File: config.mk
export PLATFORM = sky130hd
export DESIGN_NAME = serial_alu3
export DESIGN_NICKNAME = d
export VERILOG_FILES = /design/src/rtl/serial_alu3_pkg.sv /design/src/rtl/serial_alu3_bitcell.sv /design/src/rtl/serial_alu3_seq.sv /design/src/rtl/serial_alu3_regfile.sv /design/src/rtl/serial_alu3.sv
export SDC_FILE = /design/constraint.sdc
export NUM_CORES = 1
export LEC_CHECK = 0
export ABC_CLOCK_PERIOD_IN_PS = 6000
export BUFFER_PORTS_ARGS = -buffer_cell sky130_fd_sc_hd__buf_2
export CORE_ASPECT_RATIO = 1.4
export CORE_MARGIN = 2
export CORE_UTILIZATION = 61
export DETAILED_ROUTE_END_ITERATION = 16
export MAX_ROUTING_LAYER = met4
export PLACE_DENSITY = 0.83
export SETUP_SLACK_MARGIN = 0.1
export SYNTH_ARGS = -nofsm -noshare
export SYNTH_HDL_FRONTEND = slang
export SYNTH_SLANG_ARGS = --single-unit
File: constraint.sdc
create_clock -name clk -period 6 [get_ports clk]
set_clock_uncertainty 0.2 [all_clocks]
set_input_delay 1.2 -clock clk [delete_from_list [all_inputs] [get_ports clk]]
set_output_delay 1.2 -clock clk [all_outputs]
set_load 0.01 [all_outputs]
File: src/rtl/serial_alu3_pkg.sv
package serial_alu3_pkg;
   typedef enum logic [2:0] {
      OP_ADD  = 3'd0,
      OP_SUB  = 3'd1,
      OP_AND  = 3'd2,
      OP_OR   = 3'd3,
      OP_XOR  = 3'd4,
      OP_PASS = 3'd5,
      OP_LOAD = 3'd6,
      OP_NOP  = 3'd7
   } alu_op_e;

   localparam int NUM_REGS = 3;
   localparam int SEL_W    = 2;
endpackage

File: src/rtl/serial_alu3_bitcell.sv
module serial_alu3_bitcell
   import serial_alu3_pkg::*;
(
   input  alu_op_e op,
   input  logic    a,
   input  logic    b,
   input  logic    ser,
   input  logic    cin,
   output logic    res,
   output logic    cout,
   output logic    wr
);
   logic b_eff;
   logic sum;
   logic cgen;

   always_comb begin
      b_eff = (op == OP_SUB) ? ~b : b;
      sum   = a ^ b_eff ^ cin;
      cgen  = (a & b_eff) | (cin & (a ^ b_eff));
      wr    = (op != OP_NOP);
      cout  = cin;
      res   = 1'b0;
      unique case (op)
         OP_ADD, OP_SUB: begin
            res  = sum;
            cout = cgen;
         end
         OP_AND:  res = a & b;
         OP_OR:   res = a | b;
         OP_XOR:  res = a ^ b;
         OP_PASS: res = a;
         OP_LOAD: res = ser;
         default: res = 1'b0;
      endcase
   end
endmodule

File: src/rtl/serial_alu3_seq.sv
module serial_alu3_seq
   import serial_alu3_pkg::*;
#(
   parameter int WIDTH = 8
) (
   input  logic             clk,
   input  logic             rst_n,
   input  logic             ce,
   input  logic             start,
   input  alu_op_e          op_in,
   input  logic [SEL_W-1:0] dst_in,
   output logic             step,
   output logic             first,
   output alu_op_e          op_eff,
   output logic [SEL_W-1:0] dst_eff,
   output logic             busy,
   output logic             done
);
   localparam int CW = $clog2(WIDTH + 1);

   logic [CW-1:0]    cnt_q;
   logic [CW-1:0]    cnt_nx;
   alu_op_e          op_q;
   logic [SEL_W-1:0] dst_q;
   logic             busy_q;
   logic             done_q;

   always_comb begin
      first   = ce & start & ~busy_q;
      step    = ce & (busy_q | first);
      op_eff  = first ? op_in  : op_q;
      dst_eff = first ? dst_in : dst_q;
      cnt_nx  = first ? CW'(1) : cnt_q + CW'(1);
   end

   always_ff @(posedge clk or negedge rst_n) begin
      if (!rst_n) begin
         cnt_q  <= '0;
         op_q   <= OP_NOP;
         dst_q  <= '0;
         busy_q <= 1'b0;
         done_q <= 1'b0;
      end else if (step) begin
         if (first) begin
            op_q  <= op_in;
            dst_q <= dst_in;
         end
         if (cnt_nx == CW'(WIDTH)) begin
            cnt_q  <= '0;
            busy_q <= 1'b0;
            done_q <= 1'b1;
         end else begin
            cnt_q  <= cnt_nx;
            busy_q <= 1'b1;
            done_q <= 1'b0;
         end
      end
   end

   assign busy = busy_q;
   assign done = done_q;
endmodule

File: src/rtl/serial_alu3_regfile.sv
module serial_alu3_regfile
   import serial_alu3_pkg::*;
#(
   parameter int WIDTH = 8,
   parameter int NREGS = NUM_REGS
) (
   input  logic                        clk,
   input  logic                        rst_n,
   input  logic                        ce,
   input  logic                        wr_en,
   input  logic [SEL_W-1:0]            dst,
   input  logic                        res,
   output logic [NREGS-1:0][WIDTH-1:0] q
);
   for (genvar k = 0; k < NREGS; k++) begin : g_reg
      always_ff @(posedge clk or negedge rst_n) begin
         if (!rst_n) begin
            q[k] <= '0;
         end else if (ce) begin
            if (wr_en && (dst == SEL_W'(k))) begin
               q[k] <= {res, q[k][WIDTH-1:1]};
            end else begin
               q[k] <= {q[k][0], q[k][WIDTH-1:1]};
            end
         end
      end
   end
endmodule

File: src/rtl/serial_alu3.sv
module serial_alu3
   import serial_alu3_pkg::*;
#(
   parameter int WIDTH    = 8,
   parameter int DEBUG_EN = 1
) (
   input  logic             clk,
   input  logic             rst_n,
   input  logic             ce,
   input  logic             start,
   input  logic [2:0]       op,
   input  logic [1:0]       dst_sel,
   input  logic             carry_in,
   input  logic             ser_in,
   output logic             ser_out,
   output logic             done,
   output logic             carry_out,
   input  logic [1:0]       dbg_sel,
   output logic [WIDTH-1:0] dbg_word
);
   localparam int NREGS = NUM_REGS;

   if (WIDTH < 2) begin : g_bad_width
      $error("serial_alu3: WIDTH must be at least 2");
   end
   if (DEBUG_EN != 0 && DEBUG_EN != 1) begin : g_bad_dbg
      $error("serial_alu3: DEBUG_EN must be 0 or 1");
   end

   logic                        step_w;
   logic                        first_w;
   alu_op_e                     op_w;
   logic [SEL_W-1:0]            dst_w;
   logic                        busy_w;
   logic                        res_w;
   logic                        cout_w;
   logic                        wr_op_w;
   logic                        wr_en_w;
   logic                        cin_w;
   logic                        carry_q;
   logic [NREGS-1:0][WIDTH-1:0] rq;
   logic [WIDTH-1:0]            r0_w;
   logic [WIDTH-1:0]            r1_w;
   logic [WIDTH-1:0]            r2_w;

   serial_alu3_seq #(.WIDTH(WIDTH)) u_seq (
      .clk     (clk),
      .rst_n   (rst_n),
      .ce      (ce),
      .start   (start),
      .op_in   (alu_op_e'(op)),
      .dst_in  (dst_sel),
      .step    (step_w),
      .first   (first_w),
      .op_eff  (op_w),
      .dst_eff (dst_w),
      .busy    (busy_w),
      .done    (done)
   );

   assign cin_w = first_w ? carry_in : carry_q;

   serial_alu3_bitcell u_cell (
      .op   (op_w),
      .a    (rq[0][0]),
      .b    (rq[1][0]),
      .ser  (ser_in),
      .cin  (cin_w),
      .res  (res_w),
      .cout (cout_w),
      .wr   (wr_op_w)
   );

   assign wr_en_w = step_w & wr_op_w;

   serial_alu3_regfile #(.WIDTH(WIDTH), .NREGS(NREGS)) u_regs (
      .clk   (clk),
      .rst_n (rst_n),
      .ce    (ce),
      .wr_en (wr_en_w),
      .dst   (dst_w),
      .res   (res_w),
      .q     (rq)
   );

   always_ff @(posedge clk or negedge rst_n) begin
      if (!rst_n) begin
         carry_q <= 1'b0;
      end else if (step_w) begin
         carry_q <= cout_w;
      end
   end

   assign r0_w      = rq[0];
   assign r1_w      = rq[1];
   assign r2_w      = rq[2];
   assign ser_out   = rq[2][0];
   assign carry_out = carry_q;

   if (DEBUG_EN == 1) begin : g_dbg
      always_comb begin
         unique case (dbg_sel)
            2'd0:    dbg_word = r0_w;
            2'd1:    dbg_word = r1_w;
            2'd2:    dbg_word = r2_w;
            default: dbg_word = {{(WIDTH-1){1'b0}}, carry_q};
         endcase
      end
   end else begin : g_nodbg
      assign dbg_word = '0;
   end
endmodule

==> impl_metrics.tcl <==
set metrics [dict create \
    postSynthAreaPerCell_sq_um 11.1 \
    proportion_of_netlist_area_held_by_the_largest_area_contributor_pct 42.7 \
    die_x_um 51.6 \
    synth_common_cells "sky130_fd_sc_hd__dfrtp_1 (33), sky130_fd_sc_hd__nand2_1 (22), sky130_fd_sc_hd__mux2_2 (21)" \
    viasPerCell 6.11 \
    cts_buffer_depth 2 \
    dominant_combinational_cell_family_by_area_after_synthesis "multiplexers" \
    setup_viol 0 \
    post_synthesis_compound_gate_area_fraction_pct 13.0 \
    cts-hold-fix-buffers 0 \
    fin_nets 215 \
    yosys.cell_count.top_type "sky130_fd_sc_hd__dfrtp_1" \
    timing.max_cap.violations 0 \
    power_density_mw_per_mm2 487 \
    worstMarginPinSlew_ns 0.774 \
    maximum_number_of_pins_on_one_net_before_global_route_repair 37 \
    share_of_synthesized_cell_area_in_full_adder_half_adder_and_majority_cells_pct 2.98 \
    post-route-period-util_pct 69.0 \
    place.gp.congestion 0.846 \
    relSlewSlack_pct 48.4 \
    tritoncts "yes" \
    first_global_vias 1544 \
    ys_ff_latch 36 \
    run_status "finished clean" \
    grt_overflow 0 \
    grt_setup_unrepaired "no" \
    synth.mux.area_fraction_pct 20.3 \
    postCtsResizedCells 0 \
    synth_enable_flop_cells 0 \
    synth-main-ff-cell "sky130_fd_sc_hd__dfrtp_1" \
    start_util_pct 63.1 \
    layout-area-overhead-vs-synth_pct 11.3 \
    startpoint_type "primary input" \
    detailroute.via_count 1454 \
    synthesis.nets 191 \
    path_class "in -> reg" \
    final_antenna_net_count 0 \
    insertion_delay_ns 0.29 \
    netlist_top_cells_area "sky130_fd_sc_hd__dfrtp_1 (43%), sky130_fd_sc_hd__mux2_2 (12%), sky130_fd_sc_hd__mux2i_1 (5.7%)" \
    timing.critical_path.slowest_stage_cell "sky130_fd_sc_hd__buf_2" \
    grt_use_total_pct 26.4 \
    routed_wire_length_per_instance_um 16.9 \
    drt_iter0_drcs 54 \
    cp_cell_sequence "buf_2 > nand3b_4 > mux2i_1 > nand3_1 > xnor2_1 > fa_1 > a221oi_1 > o22ai_1 > o221a_1" \
    post_cts_buffers 0 \
    antenna_found_initial 0 \
    fin_total_pwr_uw 1050 \
    crit_required_ns 5.97 \
    slew_viol_final 0 \
    min-delay-path-class "reg -> reg" \
    count_of_input_and_output_buffers 23 \
    seq_area_frac_synth_pct 46.8 \
    clkSlewWorstSetupHoldPaths_ns 0.08 \
    timing.fmax_ghz 0.242 \
    asyncSetResetFlopFracSynth_pct 100 \
    first_pass_iters 4 \
    critical-path-max-stage-delay_ns 0.53 \
    drt-total-wl_um 4030 \
    final.setup.tns_ns 0 \
    layout-drive-gt1-share_pct 30.2 \
    worstPathMaxFanout 36 \
    synth_area_leader_cell "sky130_fd_sc_hd__dfrtp_1" \
    cts.sink_count 36 \
    detailedPlacementHpwl_um 2950 \
    num_antenna_cells 0 \
    worstPathArrival_ns 4.11 \
    critical_path_capture_point_type "flip-flop" \
    core_region_area_sq_mm 0.00306 \
    total_die_area_sq_mm 0.00364 \
    post-route-drc-count 0 \
    grt_pass1_wl_um 6880 \
    cts_made_buffers 5 \
    placement_rows 24 \
    clock-root-buffer "sky130_fd_sc_hd__clkbuf_8" \
    synth.cell_area_sq_mm 0.00193 \
    syn-instance-count 174 \
    synth-xor-area-share_pct 0.906 \
    nFillCells 242 \
    floorplan.io_pins 24 \
    synth-warning-count 0 \
    synth.lib_cells_used.distinct 44 \
    leakagePower_uw 0.00102 \
    timing.final.crit_period_ns 4.14 \
    synth_simple_gate_area_share_pct 13.3 \
    clock_tree.htree_level_count 2 \
    max-vdd-ir-drop_mv 0.289 \
    final-hold-violation-count 0 \
    die_y_um 70.6 \
]
[kinds of logic after synthesis]
kind of cell	count (synthesis)
muxes	34
xor gates and xnor gates	2
AOI/OAI and AO/OA	36
adders and majority gates	4
DFF	36
buffers and inverters	13
and+or+nand+nor	49
[cell usage in the layout (no fill, tap or decap), types with 2 or more instances in the layout]
cell                       synthesis  routed
sky130_fd_sc_hd__a211o_1           2       2
sky130_fd_sc_hd__mux2i_1          11      11
sky130_fd_sc_hd__a21o_1            2       2
sky130_fd_sc_hd__nor3_1            3       3
sky130_fd_sc_hd__nand2b_1          3       3
sky130_fd_sc_hd__nor2_1            3       3
sky130_fd_sc_hd__o31ai_1           2       2
sky130_fd_sc_hd__dfstp_2           3       3
sky130_fd_sc_hd__clkbuf_8          0       5
sky130_fd_sc_hd__buf_2             1      23
sky130_fd_sc_hd__nor2b_1           4       4
sky130_fd_sc_hd__nand2_1          22      22
sky130_fd_sc_hd__dfrtp_1          33      33
sky130_fd_sc_hd__mux2_2           21      21
sky130_fd_sc_hd__nor3b_1           2       2
sky130_fd_sc_hd__clkbuf_1          4       2
sky130_fd_sc_hd__nand3_1           7       7
sky130_fd_sc_hd__inv_1             7       7
sky130_fd_sc_hd__ha_1              3       3
sky130_fd_sc_hd__a21oi_1           2       2
sky130_fd_sc_hd__o21ai_0          15      15
[where the power goes]
part	total [uW]	switching, uW	internal [uW]
clock network	163	81.8	81.4
registers	479	115	364
logic	405	197	208
[per-layer routing]
metal / global-route usage [%] / wire length, um
met2: 43.4 / 2150
met4: 9.94 / 60
met5: - / 0
met3: 6.54 / 175
met1: 30.9 / 1640
[final cells by class]
cell class	count	area, sq um	area share, %
multi-input cells	125	975	45.3
flip-flops and latches	36	905	42.1
repair buffers	23	115	5.35
clock buffers	7	76.3	3.55
well taps	39	48.8	2.27
inverters	7	26.3	1.22
clock inverters	1	5.00	0.233
[final timing paths]
kind / from / end / slack (ns) / cells after the start
worst max-delay path: ce / u_regs.q[7] / 1.86 / 9
worst min-delay path: u_seq.done / u_seq.done / 0.29 / 1
worst max register to register: u_seq.busy / u_regs.q[7] / 2.88 / 8
worst min register to register: u_seq.done / u_seq.done / 0.29 / 1
max in group asynchronous: rst_n / u_regs.q[11] / 4.31 / 1
min in group asynchronous: rst_n / u_seq.cnt_q[2] / 0.77 / 1
[critical path, delay by kind of cell]
family	cells	cell delay, ns
AOI/OAI and AO/OA	3	0.80
xor gates and xnor gates	1	0.21
adders and majority gates	1	0.45
buffers and inverters	1	0.53
muxes	1	0.39
and+or+nand+nor	2	0.52
[flip-flops by register name (all words and copies together) (netlist names)]
register     count
u_seq.op_q       3
carry_out        1
u_seq.cnt_q      4
u_regs.q        24
u_seq.done       1
u_seq.dst_q      2
u_seq.busy       1
[stage by stage]
stage,std cells,utilization (%),instance area (sq um),setup WS [ns],hold slack (ns)
global route,238,70.2,2150,1.57,0.347
detailed placement,230,67.6,2070,1.56,0.277
CTS,238,70.2,2150,1.88,0.295
floorplan,174,-,1930,2.33,0.267
finish,238,70.2,2150,1.86,0.289
global placement,230,67.6,2070,1.79,0.257
Power figures use the tool's default switching activity.
